$ cat config.mk
export PLATFORM = sky130hd
export DESIGN_NAME = dac_ctrl_i2c_slave
export DESIGN_NICKNAME = d
export VERILOG_FILES = /design/src/rtl/dacif_pkg.sv /design/src/rtl/i2c_line_sync.sv /design/src/rtl/i2c_slave_fsm.sv /design/src/rtl/dac_reg_bank.sv /design/src/rtl/dac_ctrl_i2c_slave.sv
export SDC_FILE = /design/constraint.sdc
export NUM_CORES = 1
export LEC_CHECK = 0
export BUFFER_PORTS_ARGS = -buffer_cell sky130_fd_sc_hd__buf_2
export CAP_MARGIN = 10
export CORE_ASPECT_RATIO = 1.1
export CORE_MARGIN = 1
export CORE_UTILIZATION = 63
export CTS_CLUSTER_DIAMETER = 50
export DETAILED_ROUTE_END_ITERATION = 10
export PLACE_DENSITY = 0.91
export SLEW_MARGIN = 25
export SYNTH_ARGS = -nofsm -noshare
export SYNTH_HDL_FRONTEND = slang
export SYNTH_HIERARCHICAL = 1
export SYNTH_SLANG_ARGS = --single-unit
$ cat constraint.sdc
create_clock -name clk -period 4.93 [get_ports clk]
set_input_delay 0.493 -clock clk [delete_from_list [all_inputs] [get_ports clk]]
set_output_delay 0.493 -clock clk [all_outputs]
set_load 0.05 [all_outputs]
$ cat src/rtl/dacif_pkg.sv
package dacif_pkg;
  localparam int MAG_W   = 5;
  localparam int DIR_BIT = 7;

  typedef enum logic [3:0] {
    ST_IDLE,
    ST_ADDR,
    ST_ADDR_ACK,
    ST_REG,
    ST_REG_ACK,
    ST_WDATA,
    ST_WDATA_ACK,
    ST_RDATA,
    ST_RDATA_ACK
  } slv_state_e;
endpackage

$ cat src/rtl/i2c_line_sync.sv
module i2c_line_sync #(
  parameter int SYNC_STAGES = 2
) (
  input  logic clk,
  input  logic rst_n,
  input  logic scl_i,
  input  logic sda_i,
  output logic scl_lvl,
  output logic sda_lvl,
  output logic scl_rise,
  output logic scl_fall,
  output logic bus_start,
  output logic bus_stop
);
  logic [SYNC_STAGES-1:0] scl_pipe_q, scl_pipe_d;
  logic [SYNC_STAGES-1:0] sda_pipe_q, sda_pipe_d;
  logic scl_prev_q, sda_prev_q;

  generate
    if (SYNC_STAGES == 1) begin : g_one
      always_comb begin
        scl_pipe_d = scl_i;
        sda_pipe_d = sda_i;
      end
    end else begin : g_many
      always_comb begin
        scl_pipe_d = {scl_pipe_q[SYNC_STAGES-2:0], scl_i};
        sda_pipe_d = {sda_pipe_q[SYNC_STAGES-2:0], sda_i};
      end
    end
  endgenerate

  always_ff @(posedge clk or negedge rst_n) begin
    if (!rst_n) begin
      scl_pipe_q <= '1;
      sda_pipe_q <= '1;
      scl_prev_q <= 1'b1;
      sda_prev_q <= 1'b1;
    end else begin
      scl_pipe_q <= scl_pipe_d;
      sda_pipe_q <= sda_pipe_d;
      scl_prev_q <= scl_pipe_q[SYNC_STAGES-1];
      sda_prev_q <= sda_pipe_q[SYNC_STAGES-1];
    end
  end

  always_comb begin
    scl_lvl   = scl_pipe_q[SYNC_STAGES-1];
    sda_lvl   = sda_pipe_q[SYNC_STAGES-1];
    scl_rise  = scl_lvl & ~scl_prev_q;
    scl_fall  = ~scl_lvl & scl_prev_q;
    bus_start = scl_lvl & scl_prev_q & sda_prev_q & ~sda_lvl;
    bus_stop  = scl_lvl & scl_prev_q & ~sda_prev_q & sda_lvl;
  end
endmodule

$ cat src/rtl/i2c_slave_fsm.sv
module i2c_slave_fsm
  import dacif_pkg::*;
(
  input  logic       clk,
  input  logic       rst_n,
  input  logic       scl_lvl,
  input  logic       sda_lvl,
  input  logic       scl_rise,
  input  logic       scl_fall,
  input  logic       bus_start,
  input  logic       bus_stop,
  input  logic       abort,
  input  logic [6:0] dev_addr,
  input  logic [7:0] rd_byte,
  output logic       sda_oe,
  output logic       ptr_we,
  output logic       wr_en,
  output logic [7:0] rx_byte
);
  slv_state_e state_q, state_d;
  logic [2:0] cnt_q, cnt_d;
  logic [7:0] sh_q, sh_d;
  logic       oe_q, oe_d;
  logic       rw_q, rw_d;
  logic       last_bit;

  always_comb begin
    state_d  = state_q;
    cnt_d    = cnt_q;
    sh_d     = sh_q;
    oe_d     = oe_q;
    rw_d     = rw_q;
    ptr_we   = 1'b0;
    wr_en    = 1'b0;
    rx_byte  = {sh_q[6:0], sda_lvl};
    last_bit = (cnt_q == 3'd7);
    if (abort) begin
      state_d = ST_IDLE;
      oe_d    = 1'b0;
    end else if (bus_start) begin
      state_d = ST_ADDR;
      cnt_d   = 3'd0;
      oe_d    = 1'b0;
    end else if (bus_stop) begin
      state_d = ST_IDLE;
      oe_d    = 1'b0;
    end else begin
      unique case (state_q)
        ST_ADDR, ST_REG, ST_WDATA: begin
          if (scl_rise) begin
            sh_d  = rx_byte;
            cnt_d = cnt_q + 3'd1;
            if (last_bit) begin
              if (state_q == ST_ADDR) begin
                if (rx_byte[7:1] == dev_addr) begin
                  state_d = ST_ADDR_ACK;
                  rw_d    = rx_byte[0];
                end else begin
                  state_d = ST_IDLE;
                end
              end else if (state_q == ST_REG) begin
                ptr_we  = 1'b1;
                state_d = ST_REG_ACK;
              end else begin
                wr_en   = 1'b1;
                state_d = ST_WDATA_ACK;
              end
            end
          end
        end
        ST_ADDR_ACK, ST_REG_ACK, ST_WDATA_ACK: begin
          if (scl_fall) begin
            if (!oe_q) begin
              oe_d = 1'b1;
            end else begin
              oe_d  = 1'b0;
              cnt_d = 3'd0;
              if (state_q == ST_ADDR_ACK) begin
                if (rw_q) begin
                  state_d = ST_RDATA;
                  sh_d    = rd_byte;
                  oe_d    = ~rd_byte[7];
                end else begin
                  state_d = ST_REG;
                end
              end else if (state_q == ST_REG_ACK) begin
                state_d = ST_WDATA;
              end else begin
                state_d = ST_IDLE;
              end
            end
          end
        end
        ST_RDATA: begin
          if (scl_rise) begin
            cnt_d = cnt_q + 3'd1;
            if (last_bit) state_d = ST_RDATA_ACK;
          end else if (scl_fall) begin
            oe_d = ~sh_q[6];
            sh_d = {sh_q[6:0], 1'b0};
          end
        end
        ST_RDATA_ACK: begin
          if (scl_fall) oe_d = 1'b0;
          else if (scl_rise) state_d = ST_IDLE;
        end
        default: ;
      endcase
    end
  end

  always_ff @(posedge clk or negedge rst_n) begin
    if (!rst_n) begin
      state_q <= ST_IDLE;
      cnt_q   <= 3'd0;
      sh_q    <= 8'h00;
      oe_q    <= 1'b0;
      rw_q    <= 1'b0;
    end else begin
      state_q <= state_d;
      cnt_q   <= cnt_d;
      sh_q    <= sh_d;
      oe_q    <= oe_d;
      rw_q    <= rw_d;
    end
  end

  assign sda_oe = oe_q;

  // no pull-down while a byte is coming in from the master
  a_r3_quiet_on_receive: assert property (@(posedge clk) disable iff (!rst_n)
    (state_q inside {ST_ADDR, ST_REG, ST_WDATA}) |-> !oe_q);

  // an idle or rejected slave leaves SDA alone
  a_r7_idle_released: assert property (@(posedge clk) disable iff (!rst_n)
    (state_q == ST_IDLE) |-> !oe_q);

  // the pull-down is asserted only during SCL low
  a_r8_drive_on_low: assert property (@(posedge clk) disable iff (!rst_n)
    $rose(oe_q) |-> !$past(scl_lvl));

  // release happens during SCL low unless it is an abort or a bus condition
  a_r8_release_on_low: assert property (@(posedge clk) disable iff (!rst_n)
    $fell(oe_q) |-> (!$past(scl_lvl) || $past(bus_start || bus_stop || abort)));
endmodule

$ cat src/rtl/dac_reg_bank.sv
module dac_reg_bank
  import dacif_pkg::*;
#(
  parameter int         NUM_CH = 4,
  parameter logic [7:0] BASE   = 8'hF8
) (
  input  logic                    clk,
  input  logic                    rst_n,
  input  logic                    ptr_we,
  input  logic                    wr_en,
  input  logic [7:0]              wdata,
  output logic [7:0]              rd_byte,
  output logic [NUM_CH-1:0]       ch_dir,
  output logic [NUM_CH*MAG_W-1:0] ch_mag
);
  logic [7:0]        ptr_q, ptr_d;
  logic [7:0]        offs;
  logic              hit;
  logic [NUM_CH-1:0] wsel;

  always_comb begin
    ptr_d = ptr_we ? wdata : ptr_q;
    offs  = ptr_q - BASE;
    hit   = (ptr_q >= BASE) && (offs < 8'(NUM_CH));
  end

  always_ff @(posedge clk or negedge rst_n) begin
    if (!rst_n) ptr_q <= BASE;
    else        ptr_q <= ptr_d;
  end

  generate
    for (genvar k = 0; k < NUM_CH; k++) begin : g_ch
      logic             dir_q, dir_d;
      logic [MAG_W-1:0] mag_q, mag_d;
      assign wsel[k] = wr_en && hit && (offs == 8'(k));
      always_comb begin
        dir_d = wsel[k] ? wdata[DIR_BIT]   : dir_q;
        mag_d = wsel[k] ? wdata[MAG_W-1:0] : mag_q;
      end
      always_ff @(posedge clk or negedge rst_n) begin
        if (!rst_n) begin
          dir_q <= 1'b0;
          mag_q <= '0;
        end else begin
          dir_q <= dir_d;
          mag_q <= mag_d;
        end
      end
      assign ch_dir[k]              = dir_q;
      assign ch_mag[k*MAG_W +: MAG_W] = mag_q;
    end
  endgenerate

  always_comb begin
    rd_byte = 8'h00;
    for (int k = 0; k < NUM_CH; k++) begin
      if (hit && offs == 8'(k)) begin
        rd_byte[DIR_BIT]   = ch_dir[k];
        rd_byte[MAG_W-1:0] = ch_mag[k*MAG_W +: MAG_W];
      end
    end
  end

  // a write strobe selects at most one channel
  a_r4_one_channel: assert property (@(posedge clk) disable iff (!rst_n)
    $onehot0(wsel));

  // settings move only after a write strobe
  a_r3_change_only_on_write: assert property (@(posedge clk) disable iff (!rst_n)
    !wr_en |=> ($stable(ch_dir) && $stable(ch_mag)));
endmodule

$ cat src/rtl/dac_ctrl_i2c_slave.sv
module dac_ctrl_i2c_slave
  import dacif_pkg::*;
#(
  parameter int         NUM_CH      = 4,
  parameter logic [7:0] REG_BASE    = 8'hF8,
  parameter int         SYNC_STAGES = 2
) (
  input  logic                    clk,
  input  logic                    rst_n,
  input  logic                    scl_i,
  input  logic                    sda_i,
  input  logic [6:0]              dev_addr,
  output logic                    sda_oe,
  output logic [NUM_CH-1:0]       ch_dir,
  output logic [NUM_CH*MAG_W-1:0] ch_mag
);
  logic       scl_lvl, sda_lvl, scl_rise, scl_fall, bus_start, bus_stop;
  logic       ptr_we, wr_en, abort;
  logic [7:0] rx_byte, rd_byte;
  logic [6:0] addr_q;

  always_ff @(posedge clk or negedge rst_n) begin
    if (!rst_n) addr_q <= '0;
    else        addr_q <= dev_addr;
  end
  assign abort = (dev_addr != addr_q);

  i2c_line_sync #(.SYNC_STAGES(SYNC_STAGES)) i_sync (
    .clk(clk), .rst_n(rst_n), .scl_i(scl_i), .sda_i(sda_i),
    .scl_lvl(scl_lvl), .sda_lvl(sda_lvl), .scl_rise(scl_rise),
    .scl_fall(scl_fall), .bus_start(bus_start), .bus_stop(bus_stop)
  );

  i2c_slave_fsm i_fsm (
    .clk(clk), .rst_n(rst_n), .scl_lvl(scl_lvl), .sda_lvl(sda_lvl),
    .scl_rise(scl_rise), .scl_fall(scl_fall), .bus_start(bus_start),
    .bus_stop(bus_stop), .abort(abort), .dev_addr(dev_addr),
    .rd_byte(rd_byte), .sda_oe(sda_oe), .ptr_we(ptr_we), .wr_en(wr_en),
    .rx_byte(rx_byte)
  );

  dac_reg_bank #(.NUM_CH(NUM_CH), .BASE(REG_BASE)) i_regs (
    .clk(clk), .rst_n(rst_n), .ptr_we(ptr_we), .wr_en(wr_en),
    .wdata(rx_byte), .rd_byte(rd_byte), .ch_dir(ch_dir), .ch_mag(ch_mag)
  );

  // an address-select change frees SDA on the following clock
  a_r9_abort_release: assert property (@(posedge clk) disable iff (!rst_n)
    (dev_addr != addr_q) |=> !sda_oe);
endmodule

==> summary.txt <==
Layout
  – FILL cells: 331
  – Share of layout cells above drive strength 1: 35.4%
  – Final net count: 320
  – Non-Filler Instances: about 370
  – Antenna diodes: 0
  – Layout Utilization: 73.7%
  – Area grow syn2layout: 9.72%

Yosys
  – Ranking of synthesized cells by area: dfrtp_1, mux2_2, dfstp_2
  – Post-Syn Area: 0.00319 sq mm
  – Commonest cells in the netlist: dfrtp_1, mux2_2, nor2_1
  – Post-synth top area share: 39.2%
  – Distinct cells, synth: 53
  – Synth Instances: 276
  – Ys async rst share: 100%
  – Top_reg_cell synth: dfrtp_1
  – Number of synthesized flops with an enable pin: 0
  – Synth area leader: dfrtp_1
  – Yosys warns: 6
  – Count leader, synth: dfrtp_1
  – Post-synthesis average cell area: 11.6 sq um
  – Sequential area share after synthesis: 48.3%
  – Yosys reg bits: 61

Clocking
  – Cts hold-fix bufs: 0
  – Htree depth: 3
  – CTS tree: built
  – Clock-pin slew on the worst setup and hold paths: 0.07 ns
  – Post-CTS Resized: 0
  – Clock insertion delay at the later pin of the skew report: 0.34 ns
  – Clk root buf: clkbuf_8
  – Max Root-Sink Buffers: 2
  – CTS sink cnt: 61
  – CTS buffer count: 9
  – Post-CTS Setup Bufs: 0

GRT
  – Gr ovfl total: 0
  – Met3 Resource Use GR: under 10%
  – GRT Resource Usage Total: a little over a quarter
  – Met1 Use GR: 32.4%
  – GR peak layer: met2
  – Global-route wire length before repair: 11000 um
  – Met2 Usage GRT: 45.2%
  – Number of global-route vias before repair: approximately 2300
  – Initial antenna violation count: 0
  – Largest net degree at the start of global routing: 62

Floorplanning
  – Core box area: 0.00475 sq mm
  – Height of the chip: ~77 um
  – FP Rows: 26
  – I/O Pins: 36
  – Initial Util: 67.2%
  – Die area: 0.00536 sq mm
  – Die width: 69.9 um

Critical path
  – Crit start category: flop
  – Crit path max-delay family: simple AND/OR/NAND/NOR gates
  – Worst path depth: 9
  – Reg2reg setup slack: between 1.5 and 2 ns
  – CP bufs+invs: 1
  – Arrival @ worst endpoint: between 3 and 4 ns
  – Crit Path Max Fanout: 6
  – Worst reg2reg startpoint: addr_q[5]
  – Nature of the critical path endpoint: flop
  – CP Launch Point: addr_q[5]
  – End of the critical path: i_regs/g_ch[1].dir_q
  – CP Class: reg2reg
  – Crit-path cells: xor2_1, nor4_1, nand4_1, nor3_1, nand4_1, nor3b_1, inv_1, or4_4, mux2_4
  – CP Data Required Time: 5.14 ns
  – CP max-delay cell: or4_4
  – FF-to-FF End: i_regs/g_ch[1].dir_q
  – Crit path largest cell delay: approximately 0.64 ns
  – Reg2Reg Depth: 9
  – Crit path top cell by count: nand4_1

STA
  – Final setup fails: 0
  – Min Tclk post-route: 3.33 ns
  – Fin. Hold Viols: 0
  – Fin crit share: about two thirds
  – Hold_ws: ~0.25 ns
  – Max Slew Vio Count: 0
  – Setup TNS: 0 ns
  – Slew HR: 50.6%
  – Worst Skew: 0.0119 ns
  – Fmax: 300 MHz
  – RSZ-0062 raised after global routing: no
  – Worst-margin pin slew: 0.741 ns

Routing
  – Final ANT Viol Nets: 0
  – Routed WL per cell: 18.2 um
  – Aggregate routed wire length: around 6700 um
  – DR iter-0 viols: 250
  – Vias post-DR: roughly 2300
  – DRC: 0
  – TritonRoute pass-1 iters: 4
  – Vias per cell: 6.15

Hold path
  – Worst hold path startpoint: sda_i
  – Min-Delay Path Depth: 1
  – Hold crit path type: in2reg

Run
  – MaxCap Viol Count: 0

Pwr
  – Leakage: 1.71 nW
  – Power density cells: 262 mW/mm^2
  – Peak VDD IR: 0.231 mV

Placed design
  – Number of buffers added on ports: 35
  – Dpl hpwl: 4640 um
  – Cell total after placement: 351
  – GPL Wtd Cong: between 0.8 and 0.9

Outcome
  – Status: finished, final reports clean
## logic make-up after synthesis
family,share of synthesized area (%)
AOI/OAI and AO/OA,9.17
xor gates and xnor gates,4.39
adders and majority gates,1.18
buffers and inverters,4.27
DFF,48.3
muxes,18.5
other,0.117
and+or+nand+nor,14.2
## layer usage
| layer | vias up | share of wire [%] |
|---|---|---|
| li1 | 1055 | - |
| met1 | 1113 | 41 |
| met2 | 74 | 52 |
| met3 | 16 | 4.6 |
| met4 | 0 | 2.1 |
| met5 | - | 0 |
## worst register-to-register path: cells and delay by family (launching register included)
family / cells / cell delay (ns)
DFF: 1 / 0.38
buffers and inverters: 1 / 0.15
xor gates and xnor gates: 1 / 0.16
muxes: 1 / 0.33
and+or+nand+nor: 6 / 2.18
## cell usage in the layout, fill, tap and decap left out, types with 2 or more instances in the layout
cell,count
dfstp_2,11
nand2_1,7
a21oi_1,11
xnor2_1,6
nor2b_1,4
nor2_1,27
a221oi_1,6
conb_1,2
clkinvlp_4,2
o211ai_1,2
nor3_1,5
xor2_1,10
buf_4,2
nor4_1,3
ha_1,3
buf_2,35
mux2i_1,15
inv_1,6
and4b_1,4
clkbuf_1,3
nand4_1,3
or3_1,2
o21ai_0,10
and3_1,4
a31oi_1,2
nor3b_1,2
dfrtp_1,50
mux2_4,6
clkinv_2,2
clkbuf_8,9
mux2_2,31
nand3_1,3
## worst min path at each step
| stage | slack [ns] | to |
|---|---|---|
| 2_1_floorplan | 0.20 | addr_q[0] |
| 3_3_place_gp | 0.35 | i_sync/scl_pipe_q[1] |
| 3_5_place_dp | 0.35 | i_sync/scl_pipe_q[1] |
| 4_1_cts | 0.25 | i_sync/sda_pipe_q[0] |
| 5_1_grt | 0.25 | i_sync/sda_pipe_q[0] |
| 6_report | 0.25 | i_sync/sda_pipe_q[0] |
## sequential cells by signal, indices dropped and copies added, names as in the netlist, 3 cells and up
name               cells
i_fsm/sh_q             7
i_regs/g_ch.dir_q      4
i_regs/g_ch.mag_q     20
addr_q                 7
i_fsm/state_q          4
i_fsm/cnt_q            3
i_regs/ptr_q           8
## layout make-up
cell class	count	area [sq um]	share of cell area, %
Tap cell	56	70.1	2.00
Clock buffer	12	135	3.86
Multi-Input combinational cell	191	1520	43.4
Clock inverter	4	25.0	0.715
Timing Repair Buffer	37	190	5.43
Sequential cell	61	1540	44.0
Inverter	6	22.5	0.643
## metrics by stage
step	total power, mW	instance area [sq um]	setup WS, ns
after global placement	0.549	3340	1.57
after detailed placement	0.550	3340	1.39
after CTS	0.922	3500	1.61
after global routing	0.944	3500	1.35
final	0.916	3500	1.60
after floorplan	0.532	3200	1.89
## power breakdown
part           internal (mW)  leakage, nW  total, mW  switching, mW
Combinational        0.00979        0.833     0.0284         0.0186
Clock                  0.181       0.0764      0.376          0.195
Sequential             0.508        0.797      0.512        0.00380
Total                  0.699         1.71      0.916          0.217
Note: power is estimated with default switching activity, not from simulation.
